[src/rtl/gpio_port_pkg.sv]
package gpio_port_pkg;

  // Byte offsets of the register map
  localparam int unsigned OFS_MODE = 'h00;
  localparam int unsigned OFS_IDR  = 'h10;
  localparam int unsigned OFS_ODR  = 'h14;
  localparam int unsigned OFS_BSR  = 'h18;

  typedef enum logic [1:0] {
    MODE_IN  = 2'b00,
    MODE_OUT = 2'b01,
    MODE_ALT = 2'b10,
    MODE_ANA = 2'b11
  } pinMode_e;

  typedef enum logic [1:0] {
    RD_NONE,
    RD_MODE,
    RD_IDR,
    RD_ODR
  } rdSel_e;

  // Strobes from the decoder to the register datapath
  typedef struct packed {
    logic   modeWr;
    logic   odrWr;
    logic   bsrWr;
    rdSel_e rdSel;
  } regStrobe_t;

endpackage

[src/rtl/gpio_port_ctrl.sv]
module gpio_port_ctrl
  import gpio_port_pkg::*;
#(
  parameter int ADDR_W = 8
) (
  input  logic              portClkEn,
  input  logic [ADDR_W-1:0] busAddr,
  input  logic              busWe,
  input  logic              busRe,
  output regStrobe_t        strobe,
  output logic              busReady
);

  logic hitMode, hitIdr, hitOdr, hitBsr;
  logic wrOk, rdOk;

  assign hitMode = (busAddr == ADDR_W'(OFS_MODE));
  assign hitIdr  = (busAddr == ADDR_W'(OFS_IDR));
  assign hitOdr  = (busAddr == ADDR_W'(OFS_ODR));
  assign hitBsr  = (busAddr == ADDR_W'(OFS_BSR));

  assign wrOk = portClkEn && busWe;
  assign rdOk = portClkEn && busRe;

  always_comb begin
    strobe        = '0;
    strobe.rdSel  = RD_NONE;
    strobe.modeWr = wrOk && hitMode;
    strobe.odrWr  = wrOk && hitOdr;
    strobe.bsrWr  = wrOk && hitBsr;
    if (rdOk) begin
      if (hitMode)     strobe.rdSel = RD_MODE;
      else if (hitIdr) strobe.rdSel = RD_IDR;
      else if (hitOdr) strobe.rdSel = RD_ODR;
      // the set/clear offset and unmapped offsets read as zero
    end
  end

  assign busReady = portClkEn && (busWe || busRe);

endmodule

[src/rtl/gpio_port_dpath.sv]
module gpio_port_dpath
  import gpio_port_pkg::*;
#(
  parameter int PIN_COUNT = 16,
  parameter int DATA_W    = 32
) (
  input  logic                 clk,
  input  logic                 rst_n,
  input  regStrobe_t           strobe,
  input  logic [DATA_W-1:0]    busWdata,
  input  logic [PIN_COUNT-1:0] pinIn,
  input  logic [PIN_COUNT-1:0] altOut,
  output logic [DATA_W-1:0]    busRdata,
  output logic [PIN_COUNT-1:0] pinOut,
  output logic [PIN_COUNT-1:0] pinOe,
  output logic [PIN_COUNT-1:0] odrQ
);

  localparam int MODE_W = 2 * PIN_COUNT;  // must not exceed DATA_W

  logic [MODE_W-1:0]    modeQ;
  logic [PIN_COUNT-1:0] syncA, syncB;
  logic [PIN_COUNT-1:0] setBits, clrBits;

  assign setBits = busWdata[PIN_COUNT-1:0];
  assign clrBits = busWdata[MODE_W-1:PIN_COUNT];

  // Two-stage input synchroniser
  always_ff @(posedge clk or negedge rst_n) begin
    if (!rst_n) begin
      syncA <= '0;
      syncB <= '0;
    end else begin
      syncA <= pinIn;
      syncB <= syncA;
    end
  end

  always_ff @(posedge clk or negedge rst_n) begin
    if (!rst_n) modeQ <= '0;
    else if (strobe.modeWr) modeQ <= busWdata[MODE_W-1:0];
  end

  // Set is applied after clear, so set wins on a conflict
  always_ff @(posedge clk or negedge rst_n) begin
    if (!rst_n) odrQ <= '0;
    else if (strobe.odrWr) odrQ <= busWdata[PIN_COUNT-1:0];
    else if (strobe.bsrWr) odrQ <= (odrQ & ~clrBits) | setBits;
  end

  always_comb begin
    unique case (strobe.rdSel)
      RD_MODE: busRdata = DATA_W'(modeQ);
      RD_IDR:  busRdata = DATA_W'(syncB);
      RD_ODR:  busRdata = DATA_W'(odrQ);
      default: busRdata = '0;
    endcase
  end

  for (genvar p = 0; p < PIN_COUNT; p++) begin : g_pin
    logic [1:0] pinMode;
    assign pinMode   = modeQ[2*p +: 2];
    assign pinOe[p]  = (pinMode == MODE_OUT) || (pinMode == MODE_ALT);
    assign pinOut[p] = (pinMode == MODE_ALT) ? altOut[p] : odrQ[p];
  end

endmodule

[src/rtl/gpio_port_regs.sv]
module gpio_port_regs
  import gpio_port_pkg::*;
#(
  parameter int PIN_COUNT = 16,
  parameter int DATA_W    = 32,
  parameter int ADDR_W    = 8
) (
  input  logic                 clk,
  input  logic                 rst_n,
  input  logic                 portClkEn,
  input  logic [ADDR_W-1:0]    busAddr,
  input  logic [DATA_W-1:0]    busWdata,
  input  logic                 busWe,
  input  logic                 busRe,
  output logic [DATA_W-1:0]    busRdata,
  output logic                 busReady,
  input  logic [PIN_COUNT-1:0] pinIn,
  input  logic [PIN_COUNT-1:0] altOut,
  output logic [PIN_COUNT-1:0] pinOut,
  output logic [PIN_COUNT-1:0] pinOe
);

  regStrobe_t           strobe;
  logic [PIN_COUNT-1:0] odrQ;

  gpio_port_ctrl #(.ADDR_W(ADDR_W)) ctrl_i (
    .portClkEn (portClkEn),
    .busAddr   (busAddr),
    .busWe     (busWe),
    .busRe     (busRe),
    .strobe    (strobe),
    .busReady  (busReady)
  );

  gpio_port_dpath #(.PIN_COUNT(PIN_COUNT), .DATA_W(DATA_W)) dpath_i (
    .clk      (clk),
    .rst_n    (rst_n),
    .strobe   (strobe),
    .busWdata (busWdata),
    .pinIn    (pinIn),
    .altOut   (altOut),
    .busRdata (busRdata),
    .pinOut   (pinOut),
    .pinOe    (pinOe),
    .odrQ     (odrQ)
  );

endmodule

[config.mk]
export PLATFORM = sky130hd
export DESIGN_NAME = gpio_port_regs
export DESIGN_NICKNAME = d
export VERILOG_FILES = /design/src/rtl/gpio_port_pkg.sv /design/src/rtl/gpio_port_ctrl.sv /design/src/rtl/gpio_port_dpath.sv /design/src/rtl/gpio_port_regs.sv
export SDC_FILE = /design/constraint.sdc
export NUM_CORES = 1
export LEC_CHECK = 0
export ABC_AREA = 1
export CAP_MARGIN = 10
export CORE_ASPECT_RATIO = 0.5
export CORE_MARGIN = 8
export CORE_UTILIZATION = 30
export DETAILED_ROUTE_END_ITERATION = 12
export SLEW_MARGIN = 20
export SYNTH_ARGS = -nofsm -noshare
export SYNTH_HDL_FRONTEND = slang
export SYNTH_HIERARCHICAL = 1
export SYNTH_SLANG_ARGS = --single-unit
[constraint.sdc]
create_clock -name clk -period 1.3 [get_ports clk]
set_input_delay 0.13 -clock clk [delete_from_list [all_inputs] [get_ports clk]]
set_output_delay 0.13 -clock clk [all_outputs]
set_load 0.005 [all_outputs]
==> results.py <==
metrics = {
    "routing": {
        "route.detailed.drc": 0,
        "wire_per_inst_um": 19.9,
        "top_layer": "met4",
        "via_per_inst": 4.86,
        "met1_length_um": 7090,
        "totalWireLength_um": 17200,
        "ant_nets": 0,
        "drtIter0Drc": 337,
        "dr.pass1.iters": 4,
        "met2WireLength_um": 8420,
        "met3_wirelength_um": 1200,
        "vias": 4196,
    },
    "sta": {
        "fmax_ghz": 0.627,
        "slew_headroom_pct": 78.4,
        "finClkSkew_ns": 0.00440,
        "setup_viol": 44,
        "rsz0062_at_grt": "yes",
        "slew_viol_final": 0,
        "hold_viol": 0,
        "tightest_slew_ns": 0.324,
        "timing.final.crit_share_pct": 123,
        "tns_ns": -8.30,
        "worst_slack_ns": -0.294,
        "min_period_ns": 1.59,
    },
    "cts": {
        "cts_buffers": 9,
        "cts_root_buf": "clkbuf_16",
        "clock_path_buffers": 2,
        "htreeDepth": 3,
        "cts.sinks": 80,
        "path_clk_slew_ns": 0.06,
        "insertion_delay_ns": 0.33,
        "cts_tree": "built",
    },
    "floorplanning": {
        "fp.dieH_um": 96.8,
        "start_util_pct": 30.9,
        "core-area_sq_mm": 0.0127,
        "row_count": 29,
        "io_pins": 142,
        "dieArea_sq_mm": 0.0172,
        "die_x_um": 178,
    },
    "pwr": {
        "p_per_area_mw_per_mm2": 801,
        "leakagePower_uw": 0.00368,
        "vdd_drop_max_uv": 524,
        "p_total_uw": 6310,
    },
    "worst_setup_path": {
        "worstPathMaxFanout": 8,
        "criticalPathCategory": "input pin to output pin",
        "crit_required_ns": 1.17,
        "crit_path_start_kind": "input pin",
        "cp_slowest_cell": "buf_6",
        "reg2reg_depth": 8,
        "cp-end-kind": "output pin",
        "cp_slowest_stage_delay_ns": 0.16,
        "cp_cell_sequence": "buf_6, nor2_4, buf_6, nand2_8, nor2_4, nor2_4, nor2_4, buf_6, buf_8, nand3_2, nand3_2, buf_6",
        "arrival_ns": 1.46,
    },
    "yosys": {
        "yosysUniqueCellTypes": 19,
        "synth_area_sq_mm": 0.00392,
        "synth_cells": 452,
        "yosysWarningCount": 6,
        "synth-seq-area-share_pct": 51.1,
        "synth_seq_cells": 80,
        "synthesis.nets": 545,
        "syn_area_per_cell_sq_um": 8.68,
    },
    "finish": {
        "drive_gt1_share_pct": 59.1,
        "diodes": 0,
        "fin_nets": 782,
        "syn_to_final_growth_pct": 101,
    },
    "placed_design": {
        "dp_hpwl_um": 9720,
        "gp_congestion": 0.866,
        "pre_cts_slack_ns": -0.908,
        "numPortBuffers": 141,
    },
    "global_routing": {
        "grtUsageTotal_pct": 18.8,
        "gr-total-overflow": 0,
        "grt_pass1_wl_um": 25000,
        "antenna_found_initial": 0,
        "grt_max_degree": 38,
        "grt_pass1_vias": 4371,
    },
    "run_status": {
        "violations": "setup timing",
        "status": "finished with violations",
    },
    "worst_hold_path": {
        "hp-class": "input pin to async pin",
    },
    "run": {
        "max_cap_viol_count": 0,
    },
}
## worst max-delay path, delay by kind of cell
family                 cells  cell delay (ns)
AND/OR/NAND/NOR            7             0.70
buffers and inverters      5             0.62
## cell usage in the layout (no fill, tap or decap), types with 4 or more instances in the layout
cell type         n
nand2_4          10
nand3_1          22
nand2_8           5
nand2_2          34
dfrtp_2           4
inv_2            32
o21ai_2          24
o21ai_1          24
nand2_1          59
nand3_2          48
ha_4             16
buf_2            38
nor2_4           23
inv_1            33
nand3_4          10
clkbuf_16        11
buf_12           15
clkdlybuf4s50_1  64
dfrtp_1          76
buf_6            58
buf_16           10
buf_4            52
## sequential cells by signal, summed over array words and instances, names as in the netlist
| register | cells |
|---|---|
| dpath_i/modeQ | 32 |
| dpath_i/syncA | 16 |
| dpath_i/odrQ | 16 |
| dpath_i/syncB | 16 |
## through the flow
stage / hold WS, ns / cells / instance area (sq um) / util (%)
after floorplan: -0.166 / 452 / 3920 / -
after global placement: -0.0329 / 789 / 5830 / 45.9
after detailed placement: -0.0375 / 789 / 5830 / 45.9
after CTS: 0.154 / 863 / 7400 / 58.3
after global routing: 0.162 / 864 / 7880 / 62.0
final: 0.160 / 864 / 7880 / 62.0
## cell usage after synthesis
master | number | area (sq um)
nand2_2 | 11 | 68.8
dfrtp_1 | 80 | 2000
inv_4 | 2 | 12.5
nand2_1 | 93 | 349
buf_2 | 4 | 20.0
nand3_1 | 80 | 400
inv_1 | 65 | 244
nand2_4 | 1 | 11.3
nor2_1 | 14 | 52.6
o21ai_0 | 48 | 240
buf_6 | 8 | 90.1
ha_1 | 16 | 200
nor2_2 | 12 | 75.1
buf_12 | 1 | 20.0
inv_6 | 2 | 17.5
buf_4 | 9 | 67.6
nand2_8 | 1 | 20.0
nor3_1 | 3 | 15.0
nand3b_1 | 2 | 15.0
## kinds of logic (layout without fill, tap and decap cells)
logic type / after synthesis / count (layout) / synth area share, %
adder cells (fa/ha/maj): 16 / 16 / 5.11
buffers and inverters: 91 / 331 / 12.0
AO/OA/AOI/OAI: 48 / 48 / 6.13
AND/OR/NAND/NOR: 217 / 219 / 25.7
flip-flops: 80 / 80 / 51.1
## timing repair
| item | 4_1_cts | 5_1_grt |
|---|---|---|
| gates resized for setup | 577 | 102 |
| setup buffers | 49 | 6 |
| endpoints found under the setup margin | 113 | 112 |
| pin swaps | 79 | 65 |
| hold buffers | 1 | 0 |
| endpoints found under the hold margin | 80 | 0 |
| gates cloned | 13 | 2 |
## area by class of cell
class / instances / area, sq um
fill: 941 / 4820
clock buffer: 10 / 239
sequential: 80 / 2010
multi-input combinational: 283 / 2480
tap: 170 / 213
timing repair buffer: 246 / 2590
clock inverter: 6 / 67.6
inverter: 69 / 287
## report_power, final
group | internal, uW | switching, uW | total (uW)
logic | 573 | 440 | 1010
registers | 2620 | 111 | 2730
clock network | 1550 | 1030 | 2570
total | 4730 | 1580 | 6310
## path summary, 6_finish.rpt
check / startpoint / endpoint / slack (ns)
max in group asynchronous: rst_n / dpath_i/odrQ[10]$_DFFE_PN0P_ / 0.60
hold reg to reg: dpath_i/syncA[13]$_DFF_PN0_ / dpath_i/syncB[13]$_DFF_PN0_ / 0.34
min in group clk: pinIn[9] / dpath_i/syncA[9]$_DFF_PN0_ / 0.23
setup reg to reg: dpath_i/modeQ[0]$_DFFE_PN0P_ / dpath_i/modeQ[0]$_DFFE_PN0P_ / -0.06
hold / removal: rst_n / dpath_i/modeQ[16]$_DFFE_PN0P_ / 0.16
setup / recovery: busAddr[7] / busRdata[0] / -0.29
## per-layer routing
metal | up-vias | global-route usage (%)
met2 | 182 | 30.9
met1 | 2053 | 22.7
met3 | 36 | 5.43
met4 | 0 | 7.52
li1 | 1925 | -
met5 | - | 0
No activity file was read; power rests on OpenSTA's default activity.
